--- config.mk ---
export PLATFORM = sky130hd
export DESIGN_NAME = subword_rmw_bridge
export DESIGN_NICKNAME = d
export VERILOG_FILES = /design/src/rtl/srb_pkg.sv /design/src/rtl/srb_lane_classify.sv /design/src/rtl/srb_lane_merge.sv /design/src/rtl/srb_sequencer.sv /design/src/rtl/subword_rmw_bridge.sv
export SDC_FILE = /design/constraint.sdc
export NUM_CORES = 1
export LEC_CHECK = 0
export CAP_MARGIN = 15
export CORE_AREA = 2 2 79 81
export DETAILED_ROUTE_END_ITERATION = 8
export DIE_AREA = 0 0 81 83
export DONT_BUFFER_PORTS = 1
export PLACE_DENSITY = 0.62
export SLEW_MARGIN = 10
export SYNTH_ARGS = -nofsm -noshare
export SYNTH_HDL_FRONTEND = slang
export SYNTH_SLANG_ARGS = --single-unit
--- constraint.sdc ---
create_clock -name clk -period 1.7 [get_ports clk]
set_clock_uncertainty 0.05 [all_clocks]
set_input_delay 0.085 -clock clk [delete_from_list [all_inputs] [get_ports clk]]
set_output_delay 0.085 -clock clk [all_outputs]
set_load 0.03 [all_outputs]
--- src/rtl/srb_pkg.sv ---
package srb_pkg;

   typedef enum logic [0:0] {
      SEQ_IDLE  = 1'b0,
      SEQ_WBACK = 1'b1
   } seq_state_t;

   typedef struct packed {
      logic none;
      logic full;
      logic part;
   } lane_class_t;

endpackage

--- src/rtl/srb_lane_classify.sv ---
module srb_lane_classify #(
   parameter int NB = 4
) (
   input  logic [NB-1:0]        be,
   output srb_pkg::lane_class_t cls
);
   always_comb begin
      cls.none = ~|be;
      cls.full = &be;
      cls.part = (|be) & ~(&be);
   end
endmodule

--- src/rtl/srb_lane_merge.sv ---
module srb_lane_merge #(
   parameter int DW = 32
) (
   input  logic [DW-1:0]   old_word,
   input  logic [DW-1:0]   new_word,
   input  logic [DW/8-1:0] be,
   output logic [DW-1:0]   merged
);
   localparam int NB = DW / 8;

   for (genvar g = 0; g < NB; g++) begin : g_lane
      assign merged[8*g +: 8] = be[g] ? new_word[8*g +: 8] : old_word[8*g +: 8];
   end
endmodule

--- src/rtl/srb_sequencer.sv ---
module srb_sequencer #(
   parameter int DW = 32
) (
   input  logic                 clk,
   input  logic                 rst_n,
   input  logic                 req_valid,
   input  logic                 req_write,
   input  logic [DW-1:0]        req_wdata,
   input  srb_pkg::lane_class_t cls,
   input  logic [DW-1:0]        merged,
   input  logic                 mem_ack,
   input  logic [DW-1:0]        mem_rdata,
   output logic [DW-1:0]        held_word,
   output logic                 req_ready,
   output logic                 mem_req,
   output logic                 mem_we,
   output logic [DW-1:0]        mem_wdata
);
   import srb_pkg::*;

   seq_state_t state, state_nx;
   logic       capture;

   always_comb begin
      state_nx  = state;
      capture   = 1'b0;
      req_ready = 1'b0;
      mem_req   = 1'b0;
      mem_we    = 1'b0;
      mem_wdata = req_wdata;
      unique case (state)
         SEQ_IDLE: begin
            if (req_valid) begin
               if (!req_write) begin
                  mem_req   = 1'b1;
                  req_ready = mem_ack;
               end else if (cls.none) begin
                  req_ready = 1'b1;
               end else if (cls.full) begin
                  mem_req   = 1'b1;
                  mem_we    = 1'b1;
                  req_ready = mem_ack;
               end else begin
                  mem_req = 1'b1;
                  if (mem_ack) begin
                     capture  = 1'b1;
                     state_nx = SEQ_WBACK;
                  end
               end
            end
         end
         SEQ_WBACK: begin
            mem_req   = 1'b1;
            mem_we    = 1'b1;
            mem_wdata = merged;
            if (mem_ack) begin
               req_ready = 1'b1;
               state_nx  = SEQ_IDLE;
            end
         end
         default: state_nx = SEQ_IDLE;
      endcase
   end

   always_ff @(posedge clk or negedge rst_n) begin
      if (!rst_n) begin
         state     <= SEQ_IDLE;
         held_word <= '0;
      end else begin
         state <= state_nx;
         if (capture) held_word <= mem_rdata;
      end
   end
endmodule

--- src/rtl/subword_rmw_bridge.sv ---
module subword_rmw_bridge #(
   parameter int AW = 32,
   parameter int DW = 32
) (
   input  logic            clk,
   input  logic            rst_n,
   input  logic            req_valid,
   output logic            req_ready,
   input  logic            req_write,
   input  logic [AW-1:0]   req_addr,
   input  logic [DW-1:0]   req_wdata,
   input  logic [DW/8-1:0] req_be,
   output logic [DW-1:0]   rsp_rdata,
   output logic            mem_req,
   input  logic            mem_ack,
   output logic            mem_we,
   output logic [AW-1:0]   mem_addr,
   output logic [DW-1:0]   mem_wdata,
   input  logic [DW-1:0]   mem_rdata
);
   localparam int NB  = DW / 8;
   localparam int OFS = $clog2(NB);

   if (DW % 8 != 0 || DW < 16 || (NB & (NB - 1)) != 0) begin : g_bad_dw
      $error("DW must be a power-of-two number of bytes, at least 16 bits");
   end
   if (AW <= OFS) begin : g_bad_aw
      $error("AW must exceed the byte-offset width");
   end

   srb_pkg::lane_class_t cls;
   logic [DW-1:0]        held_word;
   logic [DW-1:0]        merged;

   srb_lane_classify #(.NB(NB)) u_cls (
      .be  (req_be),
      .cls (cls)
   );

   srb_lane_merge #(.DW(DW)) u_merge (
      .old_word (held_word),
      .new_word (req_wdata),
      .be       (req_be),
      .merged   (merged)
   );

   srb_sequencer #(.DW(DW)) u_seq (
      .clk       (clk),
      .rst_n     (rst_n),
      .req_valid (req_valid),
      .req_write (req_write),
      .req_wdata (req_wdata),
      .cls       (cls),
      .merged    (merged),
      .mem_ack   (mem_ack),
      .mem_rdata (mem_rdata),
      .held_word (held_word),
      .req_ready (req_ready),
      .mem_req   (mem_req),
      .mem_we    (mem_we),
      .mem_wdata (mem_wdata)
   );

   assign mem_addr  = {req_addr[AW-1:OFS], {OFS{1'b0}}};
   assign rsp_rdata = mem_rdata;
endmodule

==> impl_metrics.ini <==
[die]
fp.coreArea_um2 = 5816
ioPinCount = 204
fp.dieArea_um2 = 6723
die-width_um = 81
chipHeight_um = 83
start_util = 0.3877
rows = 28

[pwr]
power.density_nw_per_um2 = 986.2
leakage_nw = 1.045
peakVddDrop_mv = 0.3603
finalPower_mw = 2.353

[min_path]
min_path_cells = 0
hold_path_class = input port to output pin
min_from = req_addr[12]
hold_path_end = mem_addr[12]

[critical_path]
end_kind = output pin
cp.depth = 3
crit_path_start_kind = register
r2r_cells = 4
worst_ep_arrival_time_ns = 1.55
critPathMaxFanout = 8
crit_type = register to output pin
cp_cell_sequence = buf_6 > or2b_4 > mux2_2
r2r-end = u_seq.held_word[4]
slowest_delay_ns = 0.44
worst_path_max_delay_cell = mux2_2
r2r_start = u_seq.state
r2r_slack_ns = 0.03
crit_buf_inv = 1
required_ns = 1.56
crit_family = multiplexers

[placed_design]
io_buffers = 0
dp_hpwl_um = 3338
placedCellCount = 197
place.gp.congestion = 0.7185
place_ws_ns = 0.08470

[global_routing]
use_met1 = 0.1421
grt_pass1_wl_um = 7024
overflow = 0
globalRouteMet2Util = 0.2457
grtUsageTotal = 0.1409
first_global_vias = 1379
use_met3 = 0.05000
grt-busiest-layer = met2
grt_max_degree = 34
antenna_found_initial = 0

[yosys]
synth-seq-cells = 33
synth_top_flop_cell = dfrtp_1
syn_area_per_cell_um2 = 11.93
synth_seq_area_share = 0.3663
netlist_area_um2 = 2255
ys_async_sr_fraction = 1.000
synth_edf_count = 0
yosysWarnings = 0
syn_inst = 189
ys_types = 19

[clock_tree]
cts_num_sinks = 33
root_buffer = clkbuf_8
clkTransAtPathRegs_ns = 0.08
cts_tree = done
cts_made_buffers = 5
clockBufferDepth = 2
postCtsSetupBuffers = 0
clock_latency_ns = 0.28
h-tree-depth = 2

[final_layout]
area_delta_synth_final_pct = 5.827
n_fill_cell = 560
num_antenna_cells = 0
instances_no_fill = 241
drive_gt1_frac = 0.5301
nets = 270

[sta]
slew_viol_final = 0
whs_ns = 0.1200
setup_viol = 0
worst_slack_ns = 0.01759
timing.final.crit_share = 0.9897
rsz0062_at_grt = yes
period_minus_slack_ns = 1.682
max_freq_mhz = 594.4
hold_viol_final = 0
setup-tns-final_ns = 0

[detailed_routing]
totalWireLength_um = 4728
wl_per_cell_um = 19.62
dr.pass1.iters = 4
via_per_inst = 5.133
vias = 1237
postRouteAntennaNets = 0
detailedRoute.firstIterationViolations = 27
drc = 0

[run_status]
status = finished clean

[flow_run]
max-cap-violations = 0
layout by cell type, fill, tap and decap left out, types with 2 or more instances in the layout:
cell	instances
buf_4	3
dlygate4sd3_1	34
clkbuf_8	6
conb_1	2
dfrtp_1	33
nand2_1	3
mux2_2	47
mux2_4	17
or2b_4	4
a21o_2	2
flip-flops by register name, indices dropped and copies added (netlist names):
name             cells
u_seq.held_word     32
u_seq.state          1
cell usage after synthesis, types with 2 or more instances:
cell | instances | area [um^2]
nand2_1 | 3 | 11.26
buf_6 | 4 | 45.04
dfrtp_1 | 33 | 825.8
a21o_2 | 2 | 17.52
buf_4 | 64 | 480.5
mux2_2 | 64 | 720.7
clkbuf_1 | 4 | 15.01
or2b_1 | 4 | 30.03
cell families after synthesis:
logic type             synth area share
buffers and inverters            0.2414
multiplexers                     0.3196
flip-flops                       0.3663
AND/OR/NAND/NOR                 0.05272
AO/OA/AOI/OAI                   0.01832
other                          0.001663
per-stage QoR:
step,utilization,cell area [um^2]
floorplan,-,2258
global placement,0.3167,1842
detailed placement,0.3167,1842
CTS,0.3997,2325
global route,0.4103,2386
finish,0.4103,2386
layout make-up:
cell class / instances / area [um^2] / share of cell area
Multi-Input combinational cell: 84 / 967.2 / 0.4053
Clock buffer: 6 / 82.58 / 0.03461
Sequential cell: 33 / 825.8 / 0.3461
Clock inverter: 2 / 13.76 / 0.005768
Inverter: 1 / 3.754 / 0.001573
Timing Repair Buffer: 40 / 399.1 / 0.1673
Tap cell: 75 / 93.84 / 0.03933
power by group:
| group | leakage [nW] | total [mW] | internal [mW] | switching (mW) |
|---|---|---|---|---|
| clock network | 0.0512 | 0.627 | 0.328 | 0.299 |
| registers | 0.393 | 1.08 | 0.979 | 0.0976 |
| logic | 0.600 | 0.649 | 0.332 | 0.317 |
timing repair:
action                                 in CTS  in global routing
pin swaps                                   0                  0
endpoints found under the hold margin      66                  0
gates cloned                                0                  1
resized for setup                           9                 15
hold buffers                               35                  0
setup endpoints to repair                  32                 31
layer usage:
metal,routed length [um],vias to the layer above
li1,-,527
met5,0,-
met4,149,0
met1,1642,619
met3,375,20
met2,2560,71
worst max-delay path by stage:
stage | end | from
finish | mem_wdata[22] | u_seq.state
global route | mem_wdata[13] | u_seq.state
CTS | mem_wdata[7] | u_seq.state
detailed placement | u_seq.held_word[15] | u_seq.state
global placement | u_seq.held_word[26] | u_seq.state
floorplan | u_seq.held_word[10] | u_seq.state
Power figures use the tool's default switching activity.
